===== config.mk =====
export PLATFORM = sky130hd
export DESIGN_NAME = sync_event_distributor
export DESIGN_NICKNAME = d
export VERILOG_FILES = /design/src/rtl/sed_pkg.sv /design/src/rtl/sed_sync_edge.sv /design/src/rtl/sed_fir_window.sv /design/src/rtl/sed_channel.sv /design/src/rtl/sync_event_distributor.sv
export SDC_FILE = /design/constraint.sdc
export NUM_CORES = 1
export LEC_CHECK = 0
export BUFFER_PORTS_ARGS = -buffer_cell sky130_fd_sc_hd__buf_2
export CORE_AREA = 2 2 69 71
export DETAILED_ROUTE_END_ITERATION = 7
export DIE_AREA = 0 0 71 73
export PLACE_DENSITY = 0.94
export SYNTH_ARGS = -nofsm -noshare
export SYNTH_HDL_FRONTEND = slang
export SYNTH_SLANG_ARGS = --single-unit
export TNS_END_PERCENT = 10

===== constraint.sdc =====
create_clock -name clk -period 5.05 [get_ports clk]
set_clock_uncertainty 0.05 [all_clocks]
set_input_delay 0.7575 -clock clk [delete_from_list [all_inputs] [get_ports clk]]
set_output_delay 0.7575 -clock clk [all_outputs]
set_load 0.01 [all_outputs]

===== src/rtl/sed_pkg.sv =====
package sed_pkg;

    localparam int FIELD_W = 8;

    // One channel's control field, top bit first
    typedef struct packed {
        logic irq_en;
        logic hold_en;
        logic carrier_ld;
        logic fir_rst;
        logic agc_rst;
        logic timing_ld;
        logic cic_rst;
        logic ser_rst;
    } ch_cfg_t;

    // Sync-triggered actions of one channel
    typedef struct packed {
        logic carrier_ld;
        logic fir_rst;
        logic agc_rst;
        logic timing_ld;
        logic cic_rst;
        logic ser_rst;
    } ch_act_t;

    function automatic ch_act_t actions_of(ch_cfg_t c, logic fire);
        ch_act_t a;
        a.carrier_ld = fire & c.carrier_ld;
        a.fir_rst    = fire & c.fir_rst;
        a.agc_rst    = fire & c.agc_rst;
        a.timing_ld  = fire & c.timing_ld;
        a.cic_rst    = fire & c.cic_rst;
        a.ser_rst    = fire & c.ser_rst;
        return a;
    endfunction

endpackage


===== src/rtl/sed_sync_edge.sv =====
module sed_sync_edge #(
    parameter int STAGES = 2
) (
    input  logic clk,
    input  logic rst,
    input  logic async_in,
    output logic rise
);
    logic [STAGES:0] sh;

    always_ff @(posedge clk) begin
        if (rst) sh <= '0;
        else     sh <= {sh[STAGES-1:0], async_in};
    end

    assign rise = sh[STAGES-1] & ~sh[STAGES];

    // a held-high strobe yields one isolated edge
    a_r4_rise_isolated: assert property (@(posedge clk) disable iff (rst)
        rise |=> !rise);
endmodule


===== src/rtl/sed_fir_window.sv =====
module sed_fir_window #(
    parameter int INIT_CYCLES = 32
) (
    input  logic clk,
    input  logic rst,
    input  logic start,
    output logic busy
);
    localparam int CW = (INIT_CYCLES > 1) ? $clog2(INIT_CYCLES) : 1;
    localparam logic [CW-1:0] LAST = CW'(INIT_CYCLES - 1);

    logic [CW-1:0] cnt;

    always_ff @(posedge clk) begin
        if (rst) begin
            busy <= 1'b0;
            cnt  <= '0;
        end else if (start) begin
            busy <= 1'b1;
            cnt  <= '0;
        end else if (busy) begin
            if (cnt == LAST) busy <= 1'b0;
            else             cnt  <= cnt + 1'b1;
        end
    end

    // busy only begins after a start request
    a_r5_busy_from_start: assert property (@(posedge clk) disable iff (rst)
        $rose(busy) |-> $past(start));
    // a start always leaves the window open with a fresh count
    a_r6_restart_clears: assert property (@(posedge clk) disable iff (rst)
        start |=> (busy && cnt == '0));
endmodule


===== src/rtl/sed_channel.sv =====
module sed_channel
    import sed_pkg::*;
#(
    parameter int INIT_CYCLES = 32
) (
    input  logic    clk,
    input  logic    rst,
    input  logic    proc_rst,
    input  logic    fire,
    input  ch_cfg_t cfg,
    input  logic    out_strobe,
    output ch_act_t act,
    output logic    in_en,
    output logic    irq,
    output logic    busy
);
    always_ff @(posedge clk) begin
        if (rst) begin
            act   <= '0;
            in_en <= 1'b0;
            irq   <= 1'b0;
        end else begin
            act <= actions_of(cfg, fire);
            irq <= out_strobe & cfg.irq_en;
            if (proc_rst && cfg.hold_en) in_en <= 1'b0;
            else if (fire)               in_en <= 1'b1;
        end
    end

    sed_fir_window #(.INIT_CYCLES(INIT_CYCLES)) u_win (
        .clk   (clk),
        .rst   (rst),
        .start (fire & cfg.fir_rst),
        .busy  (busy)
    );

    // each action is a single-cycle pulse
    a_r1_one_shot: assert property (@(posedge clk) disable iff (rst)
        (act != '0) |=> (act == '0));
    // the input gate reopens only on a sync edge
    a_r7_release_on_sync: assert property (@(posedge clk) disable iff (rst)
        $rose(in_en) |-> $past(fire));
    // busy covers the FIR reset pulse cycle
    a_r5_busy_with_pulse: assert property (@(posedge clk) disable iff (rst)
        act.fir_rst |-> busy);
endmodule


===== src/rtl/sync_event_distributor.sv =====
module sync_event_distributor
    import sed_pkg::*;
#(
    parameter int NUM_CH          = 4,
    parameter int FIR_INIT_CYCLES = 32,
    parameter int SYNC_STAGES     = 2
) (
    input  logic                      clk,
    input  logic                      rst,
    input  logic                      proc_rst,
    input  logic                      mode_release,
    input  logic [NUM_CH*FIELD_W-1:0] ctrl_word,
    input  logic                      div_rst_en,
    input  logic                      sync_in,
    input  logic [NUM_CH-1:0]         out_strobe,
    output logic [NUM_CH-1:0]         carrier_load,
    output logic [NUM_CH-1:0]         timing_load,
    output logic [NUM_CH-1:0]         fir_reset,
    output logic [NUM_CH-1:0]         agc_reset,
    output logic [NUM_CH-1:0]         cic_reset,
    output logic [NUM_CH-1:0]         serial_reset,
    output logic [NUM_CH-1:0]         fir_busy,
    output logic [NUM_CH-1:0]         in_en,
    output logic [NUM_CH-1:0]         irq,
    output logic                      div_reset,
    output logic                      gated_mode
);
    logic              fire;
    logic [NUM_CH-1:0] ser_sel;

    sed_sync_edge #(.STAGES(SYNC_STAGES)) u_sync (
        .clk      (clk),
        .rst      (rst),
        .async_in (sync_in),
        .rise     (fire)
    );

    for (genvar g = 0; g < NUM_CH; g++) begin : g_ch
        ch_cfg_t cfg;
        ch_act_t act;
        // channel 0 occupies the most significant field
        assign cfg = ch_cfg_t'(ctrl_word[(NUM_CH-1-g)*FIELD_W +: FIELD_W]);
        assign ser_sel[g] = cfg.ser_rst;

        sed_channel #(.INIT_CYCLES(FIR_INIT_CYCLES)) u_ch (
            .clk        (clk),
            .rst        (rst),
            .proc_rst   (proc_rst),
            .fire       (fire),
            .cfg        (cfg),
            .out_strobe (out_strobe[g]),
            .act        (act),
            .in_en      (in_en[g]),
            .irq        (irq[g]),
            .busy       (fir_busy[g])
        );

        assign carrier_load[g] = act.carrier_ld;
        assign timing_load[g]  = act.timing_ld;
        assign fir_reset[g]    = act.fir_rst;
        assign agc_reset[g]    = act.agc_rst;
        assign cic_reset[g]    = act.cic_rst;
        assign serial_reset[g] = act.ser_rst;
    end

    always_ff @(posedge clk) begin
        if (rst) begin
            div_reset  <= 1'b0;
            gated_mode <= 1'b1;
        end else begin
            div_reset <= fire & div_rst_en & (|ser_sel);
            if (mode_release) gated_mode <= 1'b0;
        end
    end

    // divider reset needs the enable in the preceding cycle
    a_r10_div_needs_enable: assert property (@(posedge clk) disable iff (rst)
        div_reset |-> $past(div_rst_en));
    // gated mode leaves only on request
    a_r8_gated_exit: assert property (@(posedge clk) disable iff (rst)
        $fell(gated_mode) |-> $past(mode_release));
endmodule


==> impl_metrics.csv <==
group,metric,value,unit
logic_synthesis,ys_async_sr_fraction,0,
logic_synthesis,synthFlopType,"dfxtp_1",
power_and_ir_drop,peakVddDrop,217,uV
worst_setup_path,slowest_delay,0.37,ns
logic_synthesis,synthCells,211,
die,core,0.00454,mm^2
flow_run,cap_violations,0,
sta,finalSetupTns,0,ns
detailed_routing,drc_errors,0,
global_routing,grt_max_degree,26,
power_and_ir_drop,clock_power_share,0.488,
worst_setup_path,crit_fanout,6,
power_and_ir_drop,internal-power,0.858,mW
layout,drive_gt1_frac,0.382,
layout,n_antenna_cell,0,
layout,seqCellArea,0.00122,mm^2
die,start_util,0.503,
sta,finalSetupViolations,0,
placement,place_congestion,0.761,
clock_network,cts_root_buffer,"clkbuf_8",
layout,fin_area,0.00284,mm^2
clock_network,cts_tree,"built",
power_and_ir_drop,seqPwrFrac,0.463,
sta,fin_crit_sh,0.342,
logic_synthesis,ys_seq_area_frac,0.535,
detailed_routing,wl_per_cell,11.2,um
power_and_ir_drop,comb_power_share,0.049,
clock_network,hold_buffers,0,
layout,fillers,382,
worst_setup_path,worst_ep_arrival_time,1.94,ns
sta,fmaxAchievable,579,MHz
placement,place_inst,323,
clock_network,post_cts_resized,0,
detailed_routing,ant_nets,0,
clock_network,cts.sinks,61,
global_routing,grtUsageTotal,0.155,
layout,multi_input_area,900,um^2
logic_synthesis,synth_seq_cells,61,
power_and_ir_drop,leakage,1.42,nW
worst_setup_path,crit_chain,"ha_1, and3_1, ha_1, nand2b_4, or3_4, a21oi_2",
die,boundaryPins,80,
worst_setup_path,cp-end-kind,"register",
sta,fin_crit,1.73,ns
worst_setup_path,path_class,"register to register",
detailed_routing,first_iter_violations,33,
clock_network,clock_latency,0.33,ns
layout,fin_cells,339,
detailed_routing,vias,1635,
detailed_routing,via_per_inst,4.82,
global_routing,grt_overflow,0,
worst_setup_path,crit_path_start_kind,"register",
clock_network,htreeDepth,3,
layout,area_growth_syn_to_layout,24.2,%
worst_setup_path,worst_path_max_delay_cell,"or3_4",
logic_synthesis,netlist_area,0.00228,mm^2
power_and_ir_drop,power_density,378,mW/mm^2
logic_synthesis,synth-edff-count,0,
logic_synthesis,ys_types,28,
logic_synthesis,avgSynthCellArea,10.8,um^2
global_routing,grt_first_pass_wirelength,6.18,mm
clock_network,post_cts_buffers,0,
logic_synthesis,synth_top_area_cell,"dfxtp_1",
outcome,status,"finished, final reports clean",
power_and_ir_drop,power,1.07,mW
logic_synthesis,yosys_warnings,0,
hold_path,hp-class,"register to register",
detailed_routing,totalWireLength,3.80,mm
die,num_rows,25,
die,die_h,73,um
sta,worst_pin_slew,0.522,ns
placement,place_hpwl,2.86,mm
sta,rsz0062_at_grt,"no",
layout,nets,330,
worst_setup_path,cpMostUsedCell,"ha_1",
power_and_ir_drop,switching_power,0.214,mW
global_routing,first_global_vias,1491,
placement,placed_area,0.00259,mm^2
die,die_x,71,um
layout,post-route-util,0.625,
clock_network,clk_path_buf_depth,2,
worst_setup_path,cp_data_required_time,5.26,ns
logic_synthesis,ys_top_cells_by_area,"dfxtp_1 53%, and2_1 6.6%, ha_1 4.4%",
placement,numPortBuffers,79,
clock_network,cts_made_buffers,9,
logic_synthesis,synth_top_cell_area_share,0.535,
detailed_routing,dr.pass1.iters,4,
global_routing,antenna_found_initial,0,
sta,maxSlewHeadroom,0.652,
die,die-area,0.00518,mm^2
logic_synthesis,synth_fp_nets,261,
sta,slew_violations,0,
sta,hold_viol,0,
clock_network,clk_pin_slew,0.07,ns
power_and_ir_drop,switching_share,0.200,
==> state kept, by name (all words and copies together), names as in the netlist <==
name / cells
g_ch.u_ch.act: 24
g_ch.u_ch.u_win.cnt: 20
g_ch.u_ch.in_en: 4
g_ch.u_ch.irq: 4
g_ch.u_ch.u_win.busy: 4
u_sync.sh: 3
div_reset: 1
gated_mode: 1
==> worst max-delay path, delay by kind of cell (launching register included) <==
family / cells / cell delay (ns)
and+or+nand+nor: 3 / 0.72
adders and majority gates: 2 / 0.41
DFF: 1 / 0.34
AOI/OAI and AO/OA: 1 / 0.13
==> Yosys cell counts, types with 3 or more instances <==
cell type / n
nor2_1: 24
buf_4: 12
nand2b_4: 4
nor2b_1: 3
dfxtp_1: 61
mux2i_1: 8
buf_2: 4
a211oi_1: 4
buf_6: 4
nand2_1: 8
nand3_1: 4
a21o_1: 4
ha_1: 8
nand3b_1: 4
and2_1: 24
xor2_1: 8
or3_4: 4
a21oi_1: 4
a21oi_2: 4
and3_1: 5
==> layout make-up <==
class | count | area share
Sequential cell | 61 | 0.431
Multi-Input combinational cell | 128 | 0.317
Timing Repair Buffer | 79 | 0.139
Clock buffer | 10 | 0.0485
Clock inverter | 6 | 0.0388
Tap cell | 54 | 0.0238
Inverter | 1 | 0.00132
==> path summary, 6_finish.rpt <==
kind	slack, ns	start	cells after the start	to
worst max-delay path	3.32	g_ch[0].u_ch.u_win.cnt[0]$_SDFFE_PP0P_	6	g_ch[0].u_ch.u_win.cnt[3]$_SDFFE_PP0P_
worst min-delay path	0.40	u_sync.sh[0]$_SDFF_PP0_	1	u_sync.sh[1]$_SDFF_PP0_
worst max register to register	3.32	g_ch[0].u_ch.u_win.cnt[0]$_SDFFE_PP0P_	6	g_ch[0].u_ch.u_win.cnt[3]$_SDFFE_PP0P_
worst min register to register	0.40	u_sync.sh[0]$_SDFF_PP0_	1	u_sync.sh[1]$_SDFF_PP0_
==> cell families after synthesis <==
kind of cell / Yosys count / share of synthesized area
DFF: 61 / 0.535
AOI/OAI and AO/OA: 21 / 0.0658
xor gates and xnor gates: 8 / 0.0307
muxes: 8 / 0.0351
and+or+nand+nor: 83 / 0.219
buffers and inverters: 22 / 0.0712
adders and majority gates: 8 / 0.0438
==> layout by cell type (no fill, tap or decap), drive strengths merged <==
cell       n
a211oi     4
a21o       5
a21oi      8
and2      24
and2b      1
and3       5
buf       79
bufinv     3
clkbuf    10
clkinv     1
clkinvlp   2
dfxtp     61
ha         8
inv        1
mux2i      8
nand2      8
nand2b     4
nand3      4
nand3b     4
nor2      24
nor2b      4
o21ai      4
or3        4
or4        1
xor2       8
==> through the flow <==
stage / hold WS, ns / setup slack, ns
final: 0.396 / 3.32
after CTS: 0.402 / 3.33
after global placement: 0.368 / 3.12
after global routing: 0.417 / 3.25
after detailed placement: 0.383 / 3.08
after floorplan: 0.364 / 3.34
==> power by group through the flow <==
stage | Clock [mW] | Sequential (mW) | Combinational [mW]
3_5_place_dp | 0 | 0.507 | 0.0536
5_1_grt | 0.553 | 0.497 | 0.0590
6_report | 0.523 | 0.496 | 0.0529
4_1_cts | 0.535 | 0.496 | 0.0539
3_3_place_gp | 0 | 0.507 | 0.0522
2_1_floorplan | 0 | 0.509 | 0.0314
==> per-layer routing <==
metal | GRT usage | vias up | wire (um)
li1 | - | 820 | -
met2 | 0.272 | 75 | 1760
met3 | 0.0470 | 8 | 362
met5 | 0 | - | 0
met4 | 0.101 | 0 | 90
met1 | 0.162 | 732 | 1580
Power figures use the tool's default switching activity.
